### config.mk
export PLATFORM = sky130hd
export DESIGN_NAME = sdac_input_regs
export DESIGN_NICKNAME = d
export VERILOG_FILES = /design/src/rtl/sdac_pkg.sv /design/src/rtl/sdac_sync.sv /design/src/rtl/sdac_edges.sv /design/src/rtl/sdac_shifter.sv /design/src/rtl/sdac_holdreg.sv /design/src/rtl/sdac_input_regs.sv
export SDC_FILE = /design/constraint.sdc
export NUM_CORES = 1
export LEC_CHECK = 0
export BUFFER_PORTS_ARGS = -buffer_cell sky130_fd_sc_hd__clkbuf_2
export CELL_PAD_IN_SITES_DETAIL_PLACEMENT = 1
export CELL_PAD_IN_SITES_GLOBAL_PLACEMENT = 1
export CORE_UTILIZATION = 39
export DETAILED_ROUTE_END_ITERATION = 10
export PLACE_DENSITY_LB_ADDON = 0.1
export SYNTH_ARGS = -nofsm -noshare
export SYNTH_HDL_FRONTEND = slang
export SYNTH_SLANG_ARGS = --single-unit
### constraint.sdc
create_clock -name clk -period 1.1 [get_ports clk]
set_input_delay 0.11 -clock clk [delete_from_list [all_inputs] [get_ports clk]]
set_output_delay 0.11 -clock clk [all_outputs]
set_load 0.01 [all_outputs]
### src/rtl/sdac_pkg.sv
// Package: shared types and constants for the serial DAC code register.
// Assumes: pins are sampled into one packed struct so that all pins
// see the same synchronizer delay.
package sdac_pkg;

    localparam int DEF_WIDTH   = 12;
    localparam int SYNC_STAGES = 2;

    // One sample of the four control and data pins.
    typedef struct packed {
        logic sclk;
        logic load;
        logic clr_n;
        logic sdat;
    } pin_t;

    localparam int PIN_BITS = $bits(pin_t);

    // Idle level of each pin, used as the synchronizer reset value so that
    // leaving reset produces no false edge.
    localparam pin_t PIN_IDLE = '{sclk: 1'b0, load: 1'b1, clr_n: 1'b1, sdat: 1'b0};

    // Edge events detected on the synchronized pins.
    typedef struct packed {
        logic sclk_rise;
        logic load_fall;
        logic clr_rise;
    } evt_t;

endpackage

### src/rtl/sdac_sync.sv
// Module: multi-bit, multi-stage synchronizer.
// Each bit passes through its own chain of STAGES flops. The bits are
// independent, so a group of bits is only coherent once they are stable.
// Assumes: synchronous active-low reset; RST_VAL is the idle level.
module sdac_sync #(
    parameter int              BITS    = 4,
    parameter int              STAGES  = 2,
    parameter logic [BITS-1:0] RST_VAL = '0
) (
    input  logic            clk,
    input  logic            rst_n,
    input  logic [BITS-1:0] d_async,
    output logic [BITS-1:0] q_sync
);

    localparam int LAST = STAGES - 1;

    for (genvar b = 0; b < BITS; b++) begin : g_bit
        logic [STAGES-1:0] chain;

        // Shift the asynchronous bit through the flop chain.
        always_ff @(posedge clk) begin
            if (!rst_n) begin
                chain <= {STAGES{RST_VAL[b]}};
            end else if (STAGES > 1) begin
                chain <= {chain[STAGES-2:0], d_async[b]};
            end else begin
                chain <= d_async[b];
            end
        end

        assign q_sync[b] = chain[LAST];
    end

endmodule

### src/rtl/sdac_edges.sv
// Module: edge detector for the synchronized serial clock, load and clear.
// It keeps the previous sample of each pin and flags the edges the
// register logic acts on.
// Assumes: inputs are already synchronized to clk.
module sdac_edges
    import sdac_pkg::*;
(
    input  logic clk,
    input  logic rst_n,
    input  logic sclk_s,
    input  logic load_s,
    input  logic clr_n_s,
    output evt_t evt
);

    logic sclk_q, load_q, clr_n_q;

    // Remember the previous synchronized levels.
    always_ff @(posedge clk) begin
        if (!rst_n) begin
            sclk_q  <= PIN_IDLE.sclk;
            load_q  <= PIN_IDLE.load;
            clr_n_q <= PIN_IDLE.clr_n;
        end else begin
            sclk_q  <= sclk_s;
            load_q  <= load_s;
            clr_n_q <= clr_n_s;
        end
    end

    // Compare the current and previous samples to find edges.
    always_comb begin
        evt.sclk_rise = sclk_s & ~sclk_q;
        evt.load_fall = load_q & ~load_s;
        evt.clr_rise  = clr_n_s & ~clr_n_q;
    end

endmodule

### src/rtl/sdac_shifter.sv
// Module: staging shift register, MSB first.
// Each accepted serial clock edge shifts left and brings the data bit into
// bit 0, so the oldest bits fall off the top and the last WIDTH bits stay.
// Assumes: shift_en is a one-cycle pulse per accepted serial clock edge.
module sdac_shifter #(
    parameter int WIDTH = 12
) (
    input  logic             clk,
    input  logic             rst_n,
    input  logic             shift_en,
    input  logic             bit_in,
    output logic [WIDTH-1:0] stage
);

    // Shift in one bit per accepted edge; otherwise hold.
    always_ff @(posedge clk) begin
        if (!rst_n) begin
            stage <= '0;
        end else if (shift_en) begin
            stage <= {stage[WIDTH-2:0], bit_in};
        end
    end

endmodule

### src/rtl/sdac_holdreg.sv
// Module: holding register that drives the converter code.
// Clear has top priority and forces zero. Otherwise a load falling edge, or
// a clear release while load is low, copies the staged value.
// Assumes: event inputs are single-cycle pulses from sdac_edges.
module sdac_holdreg
    import sdac_pkg::*;
#(
    parameter int WIDTH = 12
) (
    input  logic             clk,
    input  logic             rst_n,
    input  logic             clr_n_s,
    input  logic             load_s,
    input  evt_t             evt,
    input  logic [WIDTH-1:0] stage,
    output logic [WIDTH-1:0] code
);

    logic take;

    // Decide whether the staged value is copied this cycle.
    always_comb begin
        take = evt.load_fall | (evt.clr_rise & ~load_s);
    end

    // Update the held code: clear first, then transfer, else hold.
    always_ff @(posedge clk) begin
        if (!rst_n) begin
            code <= '0;
        end else if (!clr_n_s) begin
            code <= '0;
        end else if (take) begin
            code <= stage;
        end
    end

endmodule

### src/rtl/sdac_input_regs.sv
// Module: top level of the double-buffered serial code register.
// It synchronizes the pins, detects edges, stages serial bits and holds
// the converter code.
// Assumes: clk runs at least 4x the serial clock rate; data is stable
// around each serial clock rising edge.
module sdac_input_regs
    import sdac_pkg::*;
#(
    parameter int WIDTH = DEF_WIDTH
) (
    input  logic             clk,
    input  logic             rst_n,
    input  logic             ser_dat,
    input  logic             ser_clk,
    input  logic             ld_pin,
    input  logic             clr_n,
    output logic [WIDTH-1:0] dac_code
);

    pin_t             pins_a;
    pin_t             pins_s;
    evt_t             evt;
    logic             shift_en;
    logic [WIDTH-1:0] stage;

    // Gather the asynchronous pins into one sample.
    always_comb begin
        pins_a.sclk  = ser_clk;
        pins_a.load  = ld_pin;
        pins_a.clr_n = clr_n;
        pins_a.sdat  = ser_dat;
    end

    sdac_sync #(
        .BITS    (PIN_BITS),
        .STAGES  (SYNC_STAGES),
        .RST_VAL (PIN_IDLE)
    ) u_sync (
        .clk     (clk),
        .rst_n   (rst_n),
        .d_async (pins_a),
        .q_sync  (pins_s)
    );

    sdac_edges u_edges (
        .clk     (clk),
        .rst_n   (rst_n),
        .sclk_s  (pins_s.sclk),
        .load_s  (pins_s.load),
        .clr_n_s (pins_s.clr_n),
        .evt     (evt)
    );

    // Serial clock edges are honoured only while load is high.
    always_comb begin
        shift_en = evt.sclk_rise & pins_s.load;
    end

    sdac_shifter #(.WIDTH(WIDTH)) u_shift (
        .clk      (clk),
        .rst_n    (rst_n),
        .shift_en (shift_en),
        .bit_in   (pins_s.sdat),
        .stage    (stage)
    );

    sdac_holdreg #(.WIDTH(WIDTH)) u_hold (
        .clk     (clk),
        .rst_n   (rst_n),
        .clr_n_s (pins_s.clr_n),
        .load_s  (pins_s.load),
        .evt     (evt),
        .stage   (stage),
        .code    (dac_code)
    );

endmodule

==> flow_metrics.py <==
metrics = {
    "status": {
        "status": "finished clean",
    },
    "timing": {
        "finalHoldViolCount": 0,
        "max_freq_mhz": 946,
        "fin_ws_ps": 43.2,
        "tightest_slew_ps": 181,
        "setup_viol": 0,
        "fin_crit_sh_pct": 96.1,
        "tns_ps": 0,
        "whs_ps": 419,
        "clock_skew_ps": 10.8,
        "slew_viol_final": 0,
        "worst_slew_margin_rel_pct": 87.9,
        "rsz0062_at_grt": "false",
        "period_minus_slack_ps": 1060,
    },
    "synthesis": {
        "synth_cell_types": 13,
        "synth-seq-cells": 35,
        "syn_area_mm2": 0.00129,
        "synth_nets": 124,
        "yosys_warnings": 0,
        "synth-seq-area-share_pct": 54.1,
        "netlist_instances": 118,
        "syn_avg_cell_area_um2": 11.0,
    },
    "worst_setup_path": {
        "worst-path-buf-inv": 1,
        "endpoint_kind": "flip-flop",
        "cpPeakStageDelay_ps": 310,
        "crit_chain": "nand2b_4 > a21oi_4 > buf_12 > mux2i_2",
        "startpoint_type": "flip-flop",
        "cp.arrival_ps": 1320,
        "critPathRequiredTime_ps": 1370,
        "critical-path-slowest-cell": "dfxtp_1",
        "path_class": "flip-flop to flip-flop",
        "path_max_fanout": 12,
        "crit_family": "flip-flops",
    },
    "clocking": {
        "cts_tree": "done",
        "cts_setup_buffers": 0,
        "cts.htree.levels": 2,
        "cts_max_path_buffers": 2,
        "cts_sinks": 35,
        "clk_pin_slew_ps": 100,
        "root_buffer": "clkbuf_4",
        "cts_made_buffers": 5,
        "clk_latency_ps": 330,
    },
    "place": {
        "dp_hpwl_um": 1390,
        "gp_routability_congestion": 0.655,
        "dp_cells": 176,
        "numPortBuffers": 17,
        "dp_slack_ps": -27.9,
    },
    "detailed_routing": {
        "wl_met3_um": 100,
        "drt_iter0_drc": 30,
        "wl_met2_um": 1030,
        "ant_nets": 0,
        "wirelength_um": 2220,
        "num_vias": 841,
        "drc": 0,
        "via_per_inst": 4.43,
        "topRoutingLayerUsed": "met4",
        "wl_met1_um": 1040,
        "wl_per_cell_um": 11.7,
        "drt_first_pass_iters": 4,
    },
    "final_layout": {
        "diodes": 0,
        "area_delta_synth_final_pct": 22.7,
        "nets": 151,
        "finalNonFillerCells": 190,
        "layout-drive-gt1-share_pct": 24.0,
        "final_cell_mix": "34 x dfxtp_1, 24 x nand2_1, 23 x mux2i_1",
        "layout_commonest_cell": "dfxtp_1",
    },
    "grt": {
        "grt_max_degree": 25,
        "grt_first_pass_wirelength_um": 3690,
        "grt_overflow_total": 0,
        "antenna_found_initial": 0,
        "grt_use_total_pct": 14.8,
        "grt_pass1_vias": 828,
    },
    "power": {
        "p_int_uw": 1740,
        "peakVddDrop_mv": 0.664,
        "p_sw_uw": 463,
        "switching_share_pct": 21.0,
        "p_leak_uw": 0.000691,
        "p_clk_share_pct": 35.0,
        "seq_power_share_pct": 58.5,
        "p_per_area_mw_per_mm2": 1390,
        "combPwrFrac_pct": 6.5,
        "p_total_uw": 2210,
    },
    "floorplanning": {
        "die_h_um": 59.6,
        "io_pins": 18,
        "dieArea_mm2": 0.00356,
        "core_area_mm2": 0.00310,
        "rows": 20,
        "start_util_pct": 41.7,
        "dieWidth_um": 59.6,
    },
    "flow_run": {
        "max-cap-violations": 0,
    },
    "hold_path": {
        "min_path_type": "flip-flop to flip-flop",
    },
}
[logic make-up after synthesis]
logic type	Yosys count	share of synthesized area [%]
AOI/OAI and AO/OA	1	1.26
buffers and inverters	8	5.89
DFF	35	54.1
muxes	24	18.6
and+or+nand+nor	50	20.2
[what timing repair did]
action,4_1_cts,5_1_grt
resized for setup,1,4
endpoints found under the setup margin,2,9
hold endpoints to repair,5,0
hold buffers,5,0
cloned,0,1
[worst register-to-register path: cells and delay by family, from the launching register on]
kind,cells,cell delay (ps)
compound gates,1,160
buf+inv,1,160
flops,1,310
mux,1,220
simple gates,1,140
[stage by stage]
stage	cell area, um^2	util [%]
after global routing	1590	51.2
final	1590	51.2
after detailed placement	1430	46.1
after floorplan	1290	-
after CTS	1560	50.2
after global placement	1430	46.1
[synth_stat cells]
| cell type | instances | area, um^2 |
|---|---|---|
| inv_1 | 1 | 3.75 |
| nor2b_1 | 12 | 75.1 |
| and2_1 | 6 | 37.5 |
| mux2i_1 | 24 | 240 |
| dfxtp_1 | 35 | 701 |
| buf_12 | 1 | 20.0 |
| nand3b_2 | 1 | 11.3 |
| buf_6 | 4 | 45.0 |
| or2b_1 | 3 | 22.5 |
| nand2_1 | 24 | 90.1 |
| nand2b_1 | 4 | 25.0 |
| clkbuf_1 | 2 | 7.51 |
| a21oi_4 | 1 | 16.3 |
[path summary, 6_finish.rpt]
kind                            start  cells past startpoint  slack, ps                       end
max                   u_edges.clr_n_q                      4         40           u_hold.code[10]
min          u_sync.g_bit[2].chain[0]                      1        420  u_sync.g_bit[2].chain[1]
max reg2reg           u_edges.clr_n_q                      4         40           u_hold.code[10]
min reg2reg  u_sync.g_bit[2].chain[0]                      1        420  u_sync.g_bit[2].chain[1]
[sequential cells by signal (all words and copies together) (netlist names)]
register	flops
u_hold.code	12
u_shift.stage	12
u_edges.sclk_q	1
u_edges.load_q	1
u_sync.g_bit.chain	8
u_edges.clr_n_q	1
[final cells by class]
class	count	area [um^2]
clock buffer	8	68.8
fill	352	1510
inverter	1	3.75
multi-input combinational	75	532
sequential	35	702
tap	44	55.1
timing repair buffer	27	228
[power groups by stage]
stage	logic [uW]	clock network, uW	registers, uW
floorplan	90.5	0	1320
global placement	113	0	1320
detailed placement	115	0	1320
CTS	130	817	1290
global route	153	889	1290
finish	143	772	1290
[per-layer routing]
| layer | global-route usage, % | up-vias |
|---|---|---|
| li1 | - | 433 |
| met5 | 0 | - |
| met2 | 23.0 | 18 |
| met4 | 7.97 | 0 |
| met3 | 6.55 | 5 |
| met1 | 16.9 | 385 |
Power figures use the tool's default switching activity.
